File: src/rtl/bus_cycle_seq.sv
`timescale 1ns/1ps
module bus_cycle_seq #(
  parameter int ADDR_W = 16,
  parameter int DATA_W = 8
) (
  input  logic                     clk,
  input  logic                     rst_n,
  input  logic                     req_valid,
  input  logic [1:0]               req_kind,
  input  logic                     req_io,
  input  logic                     req_long,
  input  logic [ADDR_W-1:0]        req_addr,
  input  logic [DATA_W-1:0]        req_wdata,
  output logic                     busy,
  output logic                     done,
  output logic [DATA_W-1:0]        rdata,
  output logic [ADDR_W-DATA_W-1:0] a_hi,
  output logic [DATA_W-1:0]        ad_out,
  output logic                     ad_oe,
  input  logic [DATA_W-1:0]        ad_in,
  output logic                     ale,
  output logic                     rd_n,
  output logic                     wr_n,
  output logic                     io_m,
  output logic                     s1,
  output logic                     s0,
  input  logic                     ready
);
  localparam logic [1:0] K_FETCH = 2'd0;
  localparam logic [1:0] K_WRITE = 2'd2;
  localparam logic [2:0] T_IDLE  = 3'd0;

  logic [2:0]        t_q;
  logic              h_q;
  logic              wait_q;
  logic [1:0]        kind_q;
  logic              io_q;
  logic              long_q;
  logic [ADDR_W-1:0] addr_q;
  logic [DATA_W-1:0] wd_q;
  logic [DATA_W-1:0] rdata_q;

  logic       is_fetch, is_wr, is_rd, t1, t2, t3;
  logic [2:0] last_t;

  assign is_fetch = kind_q == K_FETCH;
  assign is_wr    = kind_q == K_WRITE;
  assign is_rd    = !is_wr;
  assign last_t   = is_fetch ? (long_q ? 3'd6 : 3'd4) : 3'd3;
  assign t1       = t_q == 3'd1;
  assign t2       = t_q == 3'd2;
  assign t3       = t_q == 3'd3;

  always_ff @(posedge clk or negedge rst_n) begin
    if (!rst_n) begin
      t_q     <= T_IDLE;
      h_q     <= 1'b0;
      wait_q  <= 1'b0;
      kind_q  <= K_FETCH;
      io_q    <= 1'b0;
      long_q  <= 1'b0;
      addr_q  <= '0;
      wd_q    <= '0;
      rdata_q <= '0;
    end else if (t_q == T_IDLE) begin
      if (req_valid) begin
        t_q    <= 3'd1;
        h_q    <= 1'b0;
        kind_q <= req_kind;
        io_q   <= req_io;
        long_q <= req_long;
        addr_q <= req_addr;
        wd_q   <= req_wdata;
      end
    end else if (!h_q) begin
      h_q <= 1'b1;
    end else begin
      h_q <= 1'b0;
      if (t2 && wait_q) begin
        wait_q <= !ready;
      end else if (t_q == last_t) begin
        t_q <= T_IDLE;
      end else begin
        t_q <= t_q + 3'd1;
        if (t1) wait_q <= !ready;
        if (t2 && is_rd) rdata_q <= ad_in;
      end
    end
  end

  assign busy   = t_q != T_IDLE;
  assign done   = busy && h_q && (t_q == last_t);
  assign rdata  = rdata_q;
  assign a_hi   = addr_q[ADDR_W-1:DATA_W];
  assign ale    = t1 && !h_q;
  assign ad_oe  = (t1 && !h_q) || (is_wr && (t1 || t2 || (t3 && !h_q)));
  assign ad_out = (t1 && !h_q) ? addr_q[DATA_W-1:0] : wd_q;
  assign rd_n   = !(is_rd && (t2 || (t3 && !h_q)));
  assign wr_n   = !(is_wr && t2);
  assign io_m   = busy && io_q && !is_fetch;
  assign s1     = busy && is_rd;
  assign s0     = busy && (is_fetch || is_wr);
endmodule


File: config.mk
export PLATFORM = sky130hd
export DESIGN_NAME = bus_cycle_seq
export DESIGN_NICKNAME = d
export VERILOG_FILES = /design/src/rtl/bus_cycle_seq.sv
export SDC_FILE = /design/constraint.sdc
export NUM_CORES = 1
export LEC_CHECK = 0
export BUFFER_PORTS_ARGS = -buffer_cell sky130_fd_sc_hd__buf_2
export CELL_PAD_IN_SITES_DETAIL_PLACEMENT = 0
export CELL_PAD_IN_SITES_GLOBAL_PLACEMENT = 1
export CORE_UTILIZATION = 38
export DETAILED_ROUTE_END_ITERATION = 6
export GPL_TIMING_DRIVEN = 0
export PLACE_DENSITY = 0.76
export SYNTH_ARGS = -nofsm -noshare
export SYNTH_HDL_FRONTEND = slang
export SYNTH_SLANG_ARGS = --single-unit
File: constraint.sdc
create_clock -name clk -period 2.75 [get_ports clk]
set_input_delay 0.55 -clock clk [delete_from_list [all_inputs] [get_ports clk]]
set_output_delay 0.55 -clock clk [all_outputs]
set_load 0.05 [all_outputs]
### After elaboration in Yosys (flattened, before gate mapping)

Cells that the tools add are included.

* multiplexer cells: 14
* reductions and logical operators: 33
* equal/unequal tests: 8
* bitwise operators: 3
* $add $sub $neg: 1

Operators by type and width (count)
* $mux W3: 6
* $logic_and A1 B1 Y1: 13
* $mux W8: 1
* $eq A3 B2 Y1 const B: 2
* $logic_not A1 Y1: 6
* $mux W1: 6
* $ne A2 B2 Y1 const B: 3
* $logic_or A1 B1 Y1: 5
* $reduce_and A5 Y1: 1
* $reduce_and A4 Y1: 1
* $reduce_bool A2 Y1: 2
* $add A3 B1 Y3 const B: 1
* $eq A3 B1 Y1 const B: 1
* $eq A3 B3 Y1: 1
* $logic_not A3 Y1: 1
* $not A1 Y1: 3
* $reduce_and A3 Y1: 1
* $reduce_bool A3 Y1: 1
* $eq A2 B2 Y1 const B: 1
* $logic_not A2 Y1: 1
* $mux W2: 1
* $reduce_and A2 Y1: 1

* bits in registers: 41
* logic and storage cells: 68

### Logic depth before layout (Yosys ltp)

Gate-level depths: netlist (run 1).

* depth in word-level cells: 7
* depth in mapped cells: 7
* mapped depth without buffers: 7

### Least setup slack after synthesis (run 1)

No wires, ideal clock.

* path type: flip-flop to output port
* start point: register t_q[0]
* end point: output io_m
* slack: 0.155 ns
* data required time: 2.200 ns
* cell stages (with the launch flop): 5
* arrival: 2.045 ns
* buffers on the path: 0
* cells stage by stage: dfrtp_1 -> inv_1 -> ha_1 -> nor2b_1 -> nor3b_1

* cells in the longest elaborated chain, start to end: 3

RTL lines
* start: declaration: line 33 `logic [2:0] t_q;`
* start signal: assignment: line 84 `t_q <= t_q + 3'd1;`
* $reduce_bool A3 Y1: line 91 `assign busy = t_q != T_IDLE;`
* $logic_and A1 B1 Y1 (2 in a row): line 100 `assign io_m = busy && io_q && !is_fetch;`
* end: declaration: line 24 `output logic io_m,`

Every way passes these cells.

### Worst setup path after layout (run 1)

* start point: register t_q[1]
* end point: output ad_out[5]

* cells in the longest elaborated chain, start to end: 3

RTL lines
* $eq A3 B1 Y1: line 50 `assign t1 = t_q == 3'd1;`
* $logic_and A1 B1 Y1: line 97 `assign ad_out = (t1 && !h_q) ? addr_q[DATA_W-1:0] : wd_q;`
* $mux W8: line 97
* end: declaration: line 18 `output logic [DATA_W-1:0] ad_out,`

Every way passes these cells.

==> results of run 1 <==
-- synth_stat cells --
library cell	n	share of area
buf_2	1	0.0026
o211ai_1	2	0.0078
nor2b_1	4	0.013
inv_1	5	0.0097
a41oi_1	1	0.0045
dfrtp_1	41	0.53
o21ai_0	8	0.021
ha_1	5	0.032
nor2_1	5	0.0097
and2b_2	2	0.0091
buf_4	8	0.031
mux2_2	44	0.26
xnor2_1	1	0.0045
nand4_1	1	0.0032
nand2b_1	1	0.0032
a21oi_1	4	0.010
nor3b_4	1	0.0097
nor4b_1	1	0.0045
nand3_1	1	0.0026
nor3b_1	1	0.0039
clkbuf_1	4	0.0078
a31oi_1	1	0.0032
o22ai_1	1	0.0032
a2bb2oi_1	1	0.0045
nand2_1	4	0.0078
nand3b_1	1	0.0039
-- worst paths after layout --
kind                       startpoint         to  slack, ps  depth (start not counted)
setup / recovery               t_q[1]  ad_out[5]        140                          7
hold / removal                  rst_n     wait_q        380                          1
setup reg to reg               t_q[0]   rdata[3]        510                          7
hold reg to reg              rdata[4]   rdata[4]        500                          1
max in group asynchronous       rst_n     t_q[1]       1750                          1
min in group clk                ready     wait_q        450                          2
-- critical path: stages, from the launching register on --
cell and delay (ps):
dfrtp_2 460, inv_1 90, ha_1 130, and2b_2 180
nor2b_1 130, clkbuf_4 220, mux2_2 350, buf_2 210
-- logic make-up (layout without fill, tap and decap cells) --
logic type | Yosys count | in the layout | synth area share
muxes | 44 | 44 | 0.2563
DFF | 41 | 41 | 0.5307
and+or+nand+nor | 22 | 22 | 0.07055
AOI/OAI and AO/OA | 18 | 18 | 0.05437
buffers and inverters | 18 | 98 | 0.05113
adders and majority gates | 5 | 5 | 0.03236
xor gates and xnor gates | 1 | 1 | 0.004532
-- state kept, by name (all words and copies together) (netlist names) --
name,count
addr_q,16
kind_q,2
wait_q,1
rdata,8
t_q,3
io_q,1
h_q,1
wd_q,8
long_q,1
-- stage by stage --
step / hold WS, ps / cell area (sq um) / util / cells / worst slack, ps
5_1_grt: 460.5 / 2497 / 0.5184 / 296 / 2.369
3_5_place_dp: 490.0 / 2377 / 0.4935 / 288 / 379.6
4_1_cts: 411.8 / 2494 / 0.5177 / 296 / 55.86
6_report: 380.1 / 2497 / 0.5184 / 296 / 137.5
3_3_place_gp: 483.2 / 2377 / 0.4935 / 288 / 368.7
2_1_floorplan: 254.4 / 1933 / - / 149 / 154.7
-- cells in the final DEF, fill, tap and decap left out, types with 2 or more instances in the layout --
master / instances
clkbuf_8: 6
nor2_1: 5
a21oi_1: 4
dfrtp_1: 40
mux2_2: 44
buf_4: 8
clkbuf_1: 5
o211ai_1: 2
buf_2: 72
inv_1: 5
and2b_2: 2
nor2b_1: 4
nand2_1: 4
o21ai_0: 8
ha_1: 5
-- layer usage --
layer,vias up,part of all wire,track usage,wire length [um]
met5,-,0,0,0
met4,0,0.0092,0.05128,34
met3,4,0.081,0.06036,299
met2,49,0.46,0.2479,1702
met1,629,0.45,0.1853,1646
li1,672,-,-,-
-- area by class of cell --
cell class	instances	area [sq um]	area share
plain buffers	13	82.58	0.03307
clock buffers	7	86.33	0.03457
flip-flops and latches	41	1027	0.4113
well taps	67	83.83	0.03357
clock inverters	1	30.03	0.01202
repair buffers	72	360.3	0.1443
multi-input cells	90	808.3	0.3236
inverters	5	18.77	0.007515
-- timing repair --
item	in CTS	in global routing
endpoints found under the setup margin	0	8
hold endpoints to repair	0	0
gates resized for setup	0	2
==> results_dict.tcl, run 1 <==
set metrics [dict create \
    outcome "finished clean" \
    relSlewSlack 0.4113 \
    yosys_warnings 0 \
    syn2layout_area_growth_pct 29.19 \
    grt_pass1_wl_um 6078 \
    rsz0062_at_grt "false" \
    clk_latency_ps 290 \
    first_pass_iters 4 \
    syn_nets 194 \
    skew_ps 4.210 \
    ys_ff_latch 41 \
    post_cts_buffers 0 \
    tns_ps 0 \
    crit_type "reg -> out" \
    final_nets 273 \
    rows 25 \
    required_ps 2200 \
    first_global_vias 1386 \
    hpwl_um 2764 \
    portBuffers 72 \
    wirelength_um 3683 \
    grt_overflow 0 \
    clockBufferDepth 2 \
    netlist_area_sq_mm 0.001933 \
    slew_viol_final 0 \
    path_clk_slew_ps 70 \
    synth_cell_types 26 \
    clock-sinks 41 \
    vias 1354 \
    hold_buffers 0 \
    netlist_instances 149 \
    tightestPinTransition_ps 883.0 \
    grt.total_usage 0.1525 \
    yosysSeqAreaShare 0.5307 \
    worstSetupEndpointType "primary output" \
    core_sq_mm 0.004817 \
    finalCriticalPeriod_ps 2612 \
    wl_per_cell_um 12.44 \
    hold_path_class "in -> async" \
    die_area_sq_mm 0.005377 \
    drc 0 \
    arrival_ps 2060 \
    grt_max_degree 42 \
    fmax_mhz 382.8 \
    synth.avg_cell_area_sq_um 12.97 \
    cts_buffers 5 \
    setup_viol_count_final 0 \
    period_share 0.9500 \
    design.portCount 73 \
    cts-root-buf "clkbuf_8" \
    initial_core_util 0.4013 \
    diodes 0 \
    drt-initial-drc-count 53 \
    antenna_found_initial 0 \
    cts_tree "built" \
    hold_violations 0 \
    fillCellCount 476 \
    ant_nets 0 \
    viasPerCell 4.574 \
    die_h_um 73.33 \
    h-tree-depth 2 \
    drv_cap 0 \
    die_w_um 73.33 \
    worst_setup_path_start_kind "register" \
    drive_gt1_frac 0.5939 \
    place_congestion 0.7837 \
    cp_max_fo 9 \
]
Power of run 1 is not shown: default switching activity piles up to over one toggle a cycle in this logic, so the estimate is an artifact.
==> run 2, diff against run 1 <==
Settings changed: CORE_ASPECT_RATIO from default to 1.25.
==> results_dict.tcl, run 2 (synthesized netlist as in run 1, its figures left out) <==
set metrics [dict create \
    outcome "finished clean" \
    path_clk_slew_ps 70 \
    setup_viol_count_final 0 \
    path_cells "inv_1, ha_1, and2b_2, nor2b_1, buf_4, mux2_2, buf_2" \
    first_global_vias 1340 \
    design.portCount 73 \
    grt_overflow 0 \
    crit_slowest_cell "dfrtp_2" \
    largest_register_ffs 16 \
    die_w_um 65.80 \
    die_h_um 81.75 \
    slew_viol_final 0 \
    tns_ps 0 \
    required_ps 2200 \
    place_congestion 0.8118 \
    rsz0062_at_grt "false" \
    rows 28 \
    clock-sinks 41 \
    place_inst 281 \
    relSlewSlack 0.4017 \
    final_common_cell "buf_2" \
    crit_type "reg -> out" \
    hpwl_um 2760 \
    most-common-layout-cells "buf_2, mux2_2, dfrtp_1, buf_4, o21ai_0" \
    syn2layout_area_growth_pct 26.99 \
    worst_setup_path_start_kind "register" \
    cts-root-buf "clkbuf_8" \
    clk_latency_ps 280 \
    instances_no_fill 289 \
    drive_gt1_frac 0.5895 \
    drc 0 \
    cp_max_fo 9 \
    period_share 0.9464 \
    final_nets 273 \
    h-tree-depth 2 \
    finalCriticalPeriod_ps 2602 \
    portBuffers 72 \
    drv_cap 0 \
    grt_pass1_wl_um 5989 \
    skew_ps 2.181 \
    hold_violations 0 \
    fin_area_sq_mm 0.002455 \
    antenna_found_initial 0 \
    cpPeakStageDelay_ps 470 \
    regMostFlops "addr_q" \
    wl_per_cell_um 12.80 \
    grt.total_usage 0.1487 \
    hold_path_class "in -> async" \
    diodes 0 \
    drt-initial-drc-count 40 \
    die_area_sq_mm 0.005378 \
    viasPerCell 4.789 \
    fmax_mhz 384.2 \
    arrival_ps 2050 \
    grt_max_degree 42 \
    vias 1384 \
    placed_area_sq_mm 0.002369 \
    initial_core_util 0.4028 \
    post-route-util 0.5115 \
    worstSetupEndpointType "primary output" \
    cts_tree "built" \
    first_pass_iters 4 \
    core_sq_mm 0.004800 \
    wirelength_um 3700 \
    clockBufferDepth 2 \
    cts_buffers 5 \
    tightestPinTransition_ps 897.4 \
    ant_nets 0 \
]
==> run 2: cell count changes in the layout (fill, tap and decap cells not counted), sizes merged <==
cell | before | now
bufinv | 1 | 0
buf | 80 | 81
==> run 2: path summary, 6_finish.rpt <==
check | endpoint | depth (start not counted) | slack, ps | from
worst max-delay path | ad_out[0] | 7 | 150 | t_q[1]
worst min-delay path | rdata[1] | 1 | 390 | rst_n
worst max register to register | rdata[1] | 7 | 460 | t_q[0]
worst min register to register | wd_q[6] | 1 | 500 | wd_q[6]
max in group asynchronous | t_q[1] | 1 | 1740 | rst_n
min in group clk | wait_q | 2 | 460 | ready
==> run 2: repair_timing <==
action | 4_1_cts | 5_1_grt
endpoints found under the setup margin | 0 | 9
hold buffers | 0 | 0
endpoints found under the hold margin | 0 | 0
setup buffers | 0 | 0
resized for setup | 0 | 4
==> run 2: critical path, delay by kind of cell (launching register included) <==
kind | cells | cell delay [ps]
DFF | 1 | 470
and+or+nand+nor | 2 | 330
buffers and inverters | 3 | 490
adders and majority gates | 1 | 130
muxes | 1 | 350
==> run 2: layout make-up <==
| class | instances | area [sq um] |
|---|---|---|
| fillers | 455 | 2345 |
| flip-flops and latches | 41 | 1027 |
| multi-input cells | 90 | 810.8 |
| repair buffers | 72 | 360.3 |
| plain buffers | 13 | 82.58 |
| clock buffers | 8 | 80.08 |
| well taps | 60 | 75.07 |
| inverters | 5 | 18.77 |
==> run 2: layer usage <==
layer / wire length (um) / part of all wire / up-vias / GRT usage
met5: 0 / 0 / - / 0
met4: 53 / 0.014 / 0 / 0.06522
met3: 254 / 0.069 / 6 / 0.05278
met2: 1844 / 0.50 / 43 / 0.2500
met1: 1549 / 0.42 / 663 / 0.1686
li1: - / - / 672 / -
==> run 2: per-stage QoR <==
| stage | hold slack (ps) | setup slack, ps |
|---|---|---|
| floorplan | 254.4 | 154.7 |
| global placement | 481.4 | 324.5 |
| detailed placement | 490.2 | 371.7 |
| CTS | 426.7 | 28.55 |
| global route | 460.2 | 31.83 |
| finish | 390.8 | 147.5 |
Power of run 2 is left out for the same reason.
